===== config.mk =====
export PLATFORM = sky130hd
export DESIGN_NAME = mtmr_top
export DESIGN_NICKNAME = d
export VERILOG_FILES = /design/src/rtl/mtmr_pkg.sv /design/src/rtl/mtmr_regs.sv /design/src/rtl/mtmr_counter.sv /design/src/rtl/mtmr_event.sv /design/src/rtl/mtmr_top.sv
export SDC_FILE = /design/constraint.sdc
export NUM_CORES = 1
export LEC_CHECK = 0
export CORE_MARGIN = 3
export CORE_UTILIZATION = 50
export CTS_CLUSTER_SIZE = 16
export DETAILED_ROUTE_END_ITERATION = 10
export PLACE_DENSITY = 0.77
export SLEW_MARGIN = 30
export SYNTH_ARGS = -nofsm -noshare
export SYNTH_HDL_FRONTEND = slang
export SYNTH_SLANG_ARGS = --single-unit

===== constraint.sdc =====
create_clock -name clk -period 2.2 [get_ports clk]
set_input_delay 0.22 -clock clk [delete_from_list [all_inputs] [get_ports clk]]
set_output_delay 0.22 -clock clk [all_outputs]
set_load 0.02 [all_outputs]

===== src/rtl/mtmr_pkg.sv =====
// Shared definitions for the match-compare timer.
// Assumes a word-addressed window of four registers.
package mtmr_pkg;

    localparam int unsigned ADDR_W = 2;

    // Word addresses inside the register window
    typedef enum logic [ADDR_W-1:0] {
        REG_MATCH = 2'd0,
        REG_COUNT = 2'd1,
        REG_CTRL  = 2'd2,
        REG_ZERO  = 2'd3
    } reg_sel_e;

    // Bit positions inside the control word
    localparam int unsigned CTRL_RUN_BIT  = 0;
    localparam int unsigned CTRL_AUTO_BIT = 1;

    // Bit position of the hold-at-zero flag inside the zeroing word
    localparam int unsigned ZERO_BIT = 0;

endpackage


===== src/rtl/mtmr_regs.sv =====
// Register window of the timer: the stored compare value, the control bits
// and the zeroing flag, plus a combinational read mux.
// Assumes a single-cycle bus: a write takes effect at the clock edge where
// we_i is high, and read data follows the address in the same cycle.
module mtmr_regs
    import mtmr_pkg::*;
#(
    parameter int unsigned DATA_W = 32
) (
    input  logic              clk,
    input  logic              rst_n,
    input  logic              we_i,
    input  logic [ADDR_W-1:0] addr_i,
    input  logic [DATA_W-1:0] wdata_i,
    input  logic [DATA_W-1:0] count_i,
    output logic [DATA_W-1:0] rdata_o,
    output logic [DATA_W-1:0] match_o,
    output logic              run_o,
    output logic              auto_o,
    output logic              zero_o
);

    localparam logic [DATA_W-1:0] ZERO_WORD = '0;

    reg_sel_e sel;
    logic     wr_match;
    logic     wr_ctrl;
    logic     wr_zero;

    // Decode the addressed register for this cycle
    always_comb begin
        sel      = reg_sel_e'(addr_i);
        wr_match = we_i && (sel == REG_MATCH);
        wr_ctrl  = we_i && (sel == REG_CTRL);
        wr_zero  = we_i && (sel == REG_ZERO);
    end

    // Hold the compare value
    always_ff @(posedge clk) begin
        if (!rst_n)        match_o <= ZERO_WORD;
        else if (wr_match) match_o <= wdata_i;
    end

    // Hold the two control bits; the remaining bits are dropped
    always_ff @(posedge clk) begin
        if (!rst_n) begin
            run_o  <= 1'b0;
            auto_o <= 1'b0;
        end else if (wr_ctrl) begin
            run_o  <= wdata_i[CTRL_RUN_BIT];
            auto_o <= wdata_i[CTRL_AUTO_BIT];
        end
    end

    // Hold the level-style zeroing flag
    always_ff @(posedge clk) begin
        if (!rst_n)       zero_o <= 1'b0;
        else if (wr_zero) zero_o <= wdata_i[ZERO_BIT];
    end

    // Return the addressed word, with the count taken live from the counter
    always_comb begin
        rdata_o = ZERO_WORD;
        unique case (sel)
            REG_MATCH: rdata_o = match_o;
            REG_COUNT: rdata_o = count_i;
            REG_CTRL: begin
                rdata_o[CTRL_RUN_BIT]  = run_o;
                rdata_o[CTRL_AUTO_BIT] = auto_o;
            end
            REG_ZERO:  rdata_o[ZERO_BIT] = zero_o;
            default:   rdata_o = ZERO_WORD;
        endcase
    end

    AST_COUNT_WRITE_INERT: assert property (@(posedge clk) disable iff (!rst_n)
        (we_i && addr_i == REG_COUNT) |=> ($stable(match_o) && $stable(run_o) && $stable(auto_o) && $stable(zero_o)));

endmodule


===== src/rtl/mtmr_counter.sv =====
// Tick counter of the timer. It steps by one per qualified tick, returns to
// zero after a hit when auto-restart is set, and is held at zero by the
// zeroing flag. It also gives the value the next step would load.
// Assumes tick_i is a one-clock pulse that is already synchronous to clk.
module mtmr_counter #(
    parameter int unsigned DATA_W = 32
) (
    input  logic              clk,
    input  logic              rst_n,
    input  logic              tick_i,
    input  logic              run_i,
    input  logic              auto_i,
    input  logic              zero_i,
    input  logic [DATA_W-1:0] match_i,
    output logic [DATA_W-1:0] count_o,
    output logic              step_o,
    output logic [DATA_W-1:0] next_o
);

    localparam logic [DATA_W-1:0] ONE  = DATA_W'(1);
    localparam logic [DATA_W-1:0] NONE = '0;

    logic at_match;

    // Work out whether a step happens and which value it would load
    always_comb begin
        step_o   = tick_i && run_i && !zero_i;
        at_match = (count_o == match_i);
        next_o   = (auto_i && at_match) ? NONE : count_o + ONE;
    end

    // Advance, hold, or force the count to zero
    always_ff @(posedge clk) begin
        if (!rst_n)      count_o <= NONE;
        else if (zero_i) count_o <= NONE;
        else if (step_o) count_o <= next_o;
    end

    AST_ZERO_HOLDS: assert property (@(posedge clk) disable iff (!rst_n)
        zero_i |=> (count_o == NONE));

    AST_IDLE_HOLDS: assert property (@(posedge clk) disable iff (!rst_n)
        (!zero_i && !(tick_i && run_i)) |=> $stable(count_o));

    AST_STEP_BY_ONE: assert property (@(posedge clk) disable iff (!rst_n)
        (tick_i && run_i && !zero_i && !(auto_i && count_o == match_i)) |=> (count_o == $past(count_o) + ONE));

    AST_AUTO_RESTART: assert property (@(posedge clk) disable iff (!rst_n)
        (tick_i && run_i && !zero_i && auto_i && count_o == match_i) |=> (count_o == NONE));

endmodule


===== src/rtl/mtmr_event.sv =====
// Event generator of the timer. It sets a sticky hit flag when a step is
// about to load the compare value, and it gates the flag with run.
// Assumes step_i and next_i come from the counter for the same cycle.
module mtmr_event #(
    parameter int unsigned DATA_W = 32
) (
    input  logic              clk,
    input  logic              rst_n,
    input  logic              step_i,
    input  logic [DATA_W-1:0] next_i,
    input  logic [DATA_W-1:0] match_i,
    input  logic              run_i,
    output logic              irq_o
);

    logic hit;
    logic hit_q;

    // Flag the step that lands the count on the compare value
    always_comb hit = step_i && (next_i == match_i);

    // Keep the hit flag until run is switched off
    always_ff @(posedge clk) begin
        if (!rst_n)      hit_q <= 1'b0;
        else if (!run_i) hit_q <= 1'b0;
        else if (hit)    hit_q <= 1'b1;
    end

    // Drive the line only while counting is on, so acknowledge drops it at once
    always_comb irq_o = hit_q && run_i;

    AST_IRQ_STICKY: assert property (@(posedge clk) disable iff (!rst_n)
        (hit_q && run_i) |=> hit_q);

    AST_IRQ_ACK: assert property (@(posedge clk) disable iff (!rst_n)
        !run_i |=> !hit_q);

    AST_IRQ_NEEDS_STEP: assert property (@(posedge clk) disable iff (!rst_n)
        (!hit_q && !step_i) |=> !hit_q);

endmodule


===== src/rtl/mtmr_top.sv =====
// Match-compare event timer: a register window, a tick counter and an
// interrupt generator. Reads are combinational and writes are single-cycle.
// Assumes tick_i is a synchronous one-clock pulse and that software does not
// rewrite the compare value in the cycle where the count reaches it.
module mtmr_top
    import mtmr_pkg::*;
#(
    parameter int unsigned DATA_W = 32
) (
    input  logic              clk,
    input  logic              rst_n,
    input  logic              tick_i,
    input  logic              bus_we_i,
    input  logic [ADDR_W-1:0] bus_addr_i,
    input  logic [DATA_W-1:0] bus_wdata_i,
    output logic [DATA_W-1:0] bus_rdata_o,
    output logic              irq_o
);

    logic [DATA_W-1:0] match_val;
    logic [DATA_W-1:0] count_val;
    logic [DATA_W-1:0] next_val;
    logic              run;
    logic              auto_rst;
    logic              zero_hold;
    logic              step;

    mtmr_regs #(.DATA_W(DATA_W)) i_regs (
        .clk     (clk),
        .rst_n   (rst_n),
        .we_i    (bus_we_i),
        .addr_i  (bus_addr_i),
        .wdata_i (bus_wdata_i),
        .count_i (count_val),
        .rdata_o (bus_rdata_o),
        .match_o (match_val),
        .run_o   (run),
        .auto_o  (auto_rst),
        .zero_o  (zero_hold)
    );

    mtmr_counter #(.DATA_W(DATA_W)) i_counter (
        .clk     (clk),
        .rst_n   (rst_n),
        .tick_i  (tick_i),
        .run_i   (run),
        .auto_i  (auto_rst),
        .zero_i  (zero_hold),
        .match_i (match_val),
        .count_o (count_val),
        .step_o  (step),
        .next_o  (next_val)
    );

    mtmr_event #(.DATA_W(DATA_W)) i_event (
        .clk     (clk),
        .rst_n   (rst_n),
        .step_i  (step),
        .next_i  (next_val),
        .match_i (match_val),
        .run_i   (run),
        .irq_o   (irq_o)
    );

    AST_IRQ_AT_MATCH: assert property (@(posedge clk) disable iff (!rst_n)
        ($rose(irq_o) && $stable(match_val)) |-> (count_val == match_val));

endmodule


Yosys cells after proc, flatten, opt, wreduce, memory -nomap -nowiden
Cells that the tools add are included.

storage, ports and cells
  register bits after elaboration = 68
  output and inout bits = 33

operators by class
  add/subtract/negate cells = 1
  equal/unequal tests = 5
  mux-type cells = 4
  bitwise gates (word level) = 1
  reductions and logical operators = 12

operator list
  operator                                                                number
  32-bit equality test                                                    2
  30-bit case mux with 2 select lines                                     1
  32-bit by 1-bit adder with 32-bit output (second input constant)        1
  32-bit 2-to-1 mux                                                       1
  1-bit logical AND                                                       8
  2-bit equality test (second input constant)                             2
  1-bit case mux with 4 select lines                                      1
  1-bit case mux with 3 select lines                                      1
  2-bit by 1-bit equality test with 1-bit output (second input constant)  1
  2-bit zero test                                                         1
  2-bit AND reduction                                                     1
  2-bit OR reduction                                                      1
  1-bit zero test                                                         1
  1-bit inverter                                                          1

Logic depth before layout (Yosys ltp)
  depth after elaboration = 5
  mapped depth = 11
  mapped depth without buffers = 10

By module
A second synthesis with hierarchy kept.

unflattened totals
  cells, all modules = 631
  area total of the unflattened synthesis = 5215.0 um^2

modules (own cells, without submodules)
  module        times used  cells each  area each (um^2)  sequential area each (um^2)
  mtmr_counter  1           361         2884.0            640.6
  mtmr_regs     1           223         1944.4            700.7
  mtmr_event    1           47          386.6             20.0

Least setup slack after synthesis
Ideal clock, no wire load.

  path kind = reg2reg
  from = register i_counter.count_o[2]
  to = register i_event.hit_q
  setup time = 84 ps
  arrival = 2368 ps
  required time = 2116 ps
  setup slack = -252 ps
  cell stages (with the launch flop) = 11
  buffers on the path = 2
  clock period less this slack = 2452 ps
  cells stage by stage = dfxtp_1 buf_2 and3_1 buf_2 nand4_2 or4_1 and2_1 a221o_1 nor4b_2 nand4_1 o31ai_2

on the way
  cells in the longest elaborated chain, start to end = 5
  elaborated cells between the ends (all ways) = 6

RTL lines
  item                                                                                              line                RTL
  from (decl)                                                                                       mtmr_counter.sv:15  output logic [DATA_W-1:0] count_o,
  from (signal assigned)                                                                            mtmr_counter.sv:36  else if (step_o) count_o <= next_o;
  parallel branches: the longest is 2 deep, another holds 32-bit by 1-bit adder with 32-bit output  n/a
  32-bit 2-to-1 mux (*)                                                                             mtmr_counter.sv:29  next_o = (auto_i && at_match) ? NONE : count_o + ONE;
  32-bit equality test (*)                                                                          mtmr_event.sv:20    always_comb hit = step_i && (next_i == match_i);
  1-bit logical AND (*)                                                                             mtmr_event.sv:20
  to (signal assigned)                                                                              mtmr_event.sv:24    if (!rst_n) hit_q <= 1'b0;
  to (signal assigned)                                                                              mtmr_event.sv:25    else if (!run_i) hit_q <= 1'b0;
  to (signal assigned)                                                                              mtmr_event.sv:26    else if (hit) hit_q <= 1'b1;
  to (decl)                                                                                         mtmr_event.sv:17    logic hit_q;

Every way passes the cells marked *.
A chain may end at the register's enable or synchronous reset.

Final worst setup path
Ends and elaborated chain as after synthesis.

==> summary.txt <==
status = finished, violations left
violated checks = setup timing
synthesized area = 5010 sq um
Synthesis Warnings = 0
Slew @ Worst Pin = 0.457 ns
Seq/Total Area, Yosys = 27.2%
Leakage = 0.00319 uW
Total GRT Usage = 39.4%
Psw = 789 uW
CP Max Fanout = 5
clock-pin slew of the registers on the worst-case setup and hold paths = 0.08 ns
RSZ-0062 raised after global routing = true
Port Buffers = 70
worst hold path class = primary input to flop
die height = 106 microns
Top-Level Pins = 71
logic gate share of total power = 15.5%
Max Transition Viols Final = 0
Crit Path Class = flop to flop
Sinks on Clock Net = 68
Max Cap Viol = 0
reg2reg path depth = 10
Inserted Diodes = 0
Finished Core Util = 81.7%
fin crit share = 118%
FP Rows = 35
DR DRC count = 0
Critical R2R Launch = i_counter.count_o[2]$_SDFFE_PP0P_
crit path launch = i_counter.count_o[2]$_SDFFE_PP0P_
FF-to-FF setup slack = -0.40 ns
Final Power = 2890 uW
die area = 11200 sq um
Worst slew margin = 69.3%
FFs w/ async S/R, synth = 0%
placed cells = 980
post-synthesis register bit count = 68
routing usage on met1 = 49.2%
global-route wire length before repair = 34200 microns
DRT iter0 DRCs = 580
Placeable Area = 9500 sq um
CTS Buf Count = 9
drt wl/cell = 21.9 microns
Peak Freq = 384 MHz
worst clock skew = 0.0119 ns
largest cells by area after synthesis = dfxtp_1 (27%), nand2_1 (7.3%), mux2i_1 (7.2%)
final hold violations = 0
Yosys top cell by area = dfxtp_1
nets = 918
CTS Hold Bufs = 0
Reg power frac = 43.9%
Routed WL = 22200 microns
RD Place Congestion = 1.02
GR met3 Demand/Resource = 7.59%
final worst slack = -0.404 ns
Period minus WS final = 2.60 ns
Clk pwr share = 40.5%
Worst-Skew Late Latency = 0.36 ns
met2 usage = 65.6%
CTS tree = built
syn_nets = 707
last element of the critical path = i_event.hit_q$_SDFFE_PN0P_
starting density of the core = 52.7%
Reg-to-Reg End = i_event.hit_q$_SDFFE_PN0P_
most utilized layer in the global route result = met2
Critical Path RT = 2.47 ns
vias per cell = 6.15
Max rail drop VDD = 0.370 mV
PD cells = 372 nW/um^2
Root Buffer = clkbuf_8
Finished Layout Cells = 1013
distinct cell type count after synthesis = 61
Post-synth EDFFs = 0
drt pass-1 iters = 7
Clock Path Buffers = 2
area grow syn2layout = 55.2%
H-tree levels = 3
top_reg_cell synth = dfxtp_1
area share of the largest cell type after synthesis = 27.2%
Vias = 6226
Fill cells = 622
initial antenna violation count = 0
Antenna Violating Nets Remaining = 0
switch share = 27.3%
layout cell share with drive strength beyond 1 = 33.0%
endpoints failing setup = 33
largest net degree at the start of global routing = 37
Crit path arrival time = 2.87 ns
vias in the first global route = 6180
die width = 106 microns
Syn Area/Cell = 7.49 sq um
Critical Path End Type = flop
hpwl dp = 16000 microns
internal power = 2100 uW
cells after synthesis = 668
Setup crit start kind = flop
WHS = 0.327 ns
global route overflow = 0
TNS Setup = -6.29 ns
==> flip-flops by register name (all words and copies together) (netlist names) <==
name	count
i_regs.run_o	1
i_regs.zero_o	1
i_event.hit_q	1
i_counter.count_o	32
i_regs.auto_o	1
i_regs.match_o	32
==> power by group through the flow <==
stage / logic [uW] / clock network, uW / registers [uW]
2_1_floorplan: 190 / 0 / 1300
3_3_place_gp: 400 / 0 / 1300
3_5_place_dp: 407 / 0 / 1300
4_1_cts: 434 / 1170 / 1270
5_1_grt: 471 / 1230 / 1270
6_report: 449 / 1170 / 1270
==> cell usage in the layout, fill, tap and decap left out, types with 5 or more instances in the layout <==
cell,count
a21boi_0,32
a21oi_1,31
a21oi_2,9
and2_1,7
and3_1,9
buf_12,6
buf_4,170
buf_6,10
clkbuf_8,9
clkdlybuf4s50_1,69
dfxtp_1,47
dfxtp_2,17
inv_1,8
mux2i_1,36
nand2_1,95
nand3_1,14
nand3_2,5
nand3b_1,11
nand4_1,14
nor2_1,55
nor2b_1,9
nor3_1,17
nor4_1,12
nor4_4,5
o21ai_0,15
o21ai_1,5
o21ai_2,10
o22ai_1,6
or3_1,10
xnor2_1,23
xor2_1,30
xor2_2,5
==> worst max-delay path: stages (launching register included) <==
cell,delay [ns]
dfxtp_4,0.37
buf_6,0.12
xor2_1,0.14
nor4_1,0.33
nand3_1,0.19
nor4_4,0.37
mux2i_1,0.13
a221o_1,0.28
nor4b_2,0.27
nand4_1,0.14
o31ai_2,0.18
==> logic make-up (layout without fill, tap and decap cells) <==
| family | after synthesis | count (layout) | synth area share, % |
|---|---|---|---|
| fa+ha+maj | 1 | 1 | 0.250 |
| buf+inv | 69 | 285 | 6.42 |
| flops | 68 | 68 | 27.2 |
| compound gates | 139 | 139 | 17.6 |
| simple gates | 296 | 296 | 30.7 |
| mux | 37 | 37 | 7.65 |
| xor+xnor | 58 | 58 | 10.1 |
==> cell usage after synthesis (4+ instances only) <==
cell type   n
a21boi_0   32
xnor2_1    23
inv_1       9
mux2i_1    36
or4_1       4
buf_2      14
nor4_1     15
and2_1      7
buf_4       6
o22ai_1     6
nor2b_1    10
nand3_1    19
o21ai_0    29
nand3b_1   11
a21oi_1    41
xor2_1     35
nand2_1    98
clkbuf_1   35
nor2_1     57
or3_1      10
and3_1     10
nand4_1    14
a22oi_1     5
nor3_1     18
dfxtp_1    68
==> what timing repair did <==
action                                  in CTS  in global routing
pin swaps                                   55                 22
endpoints found under the setup margin      33                 33
buffers inserted                            13                  2
gates cloned                                 3                  0
resized for setup                           88                 32
==> final cells by class <==
class                           instances  area (sq um)  share of cell area [%]
Clock buffer                           10           128                    1.64
Inverter                                9          38.8                   0.499
Clock inverter                          6          88.8                    1.14
Tap cell                              129           161                    2.08
Sequential cell                        68          1400                    18.0
Multi-Input combinational cell        531          3650                    47.0
Timing Repair Buffer                  260          2300                    29.6
==> through the flow <==
stage | instance area [sq um] | setup slack [ns]
after detailed placement | 6950 | -0.467
after floorplan | 5050 | -0.184
final | 7770 | -0.404
after CTS | 7620 | -0.364
after global placement | 6950 | -0.436
after global routing | 7770 | -0.536
==> routing by layer <==
layer	part of all wire (%)	up-vias
li1	-	2773
met1	38	2943
met2	47	424
met3	10	86
met4	5.2	0
met5	0	-
==> worst min path at each step <==
stage	startpoint	to	slack [ns]	cells after the start
floorplan	bus_wdata_i[10]	i_regs.match_o[10]$_SDFFE_PN0P_	0.36	2
global placement	i_regs.zero_o$_SDFFE_PN0P_	i_regs.zero_o$_SDFFE_PN0P_	0.53	2
detailed placement	i_regs.match_o[24]$_SDFFE_PN0P_	i_regs.match_o[24]$_SDFFE_PN0P_	0.54	2
CTS	bus_addr_i[0]	i_regs.zero_o$_SDFFE_PN0P_	0.33	4
global route	bus_addr_i[0]	i_regs.zero_o$_SDFFE_PN0P_	0.37	4
finish	bus_addr_i[0]	i_regs.zero_o$_SDFFE_PN0P_	0.33	4
Power figures use the tool's default switching activity.
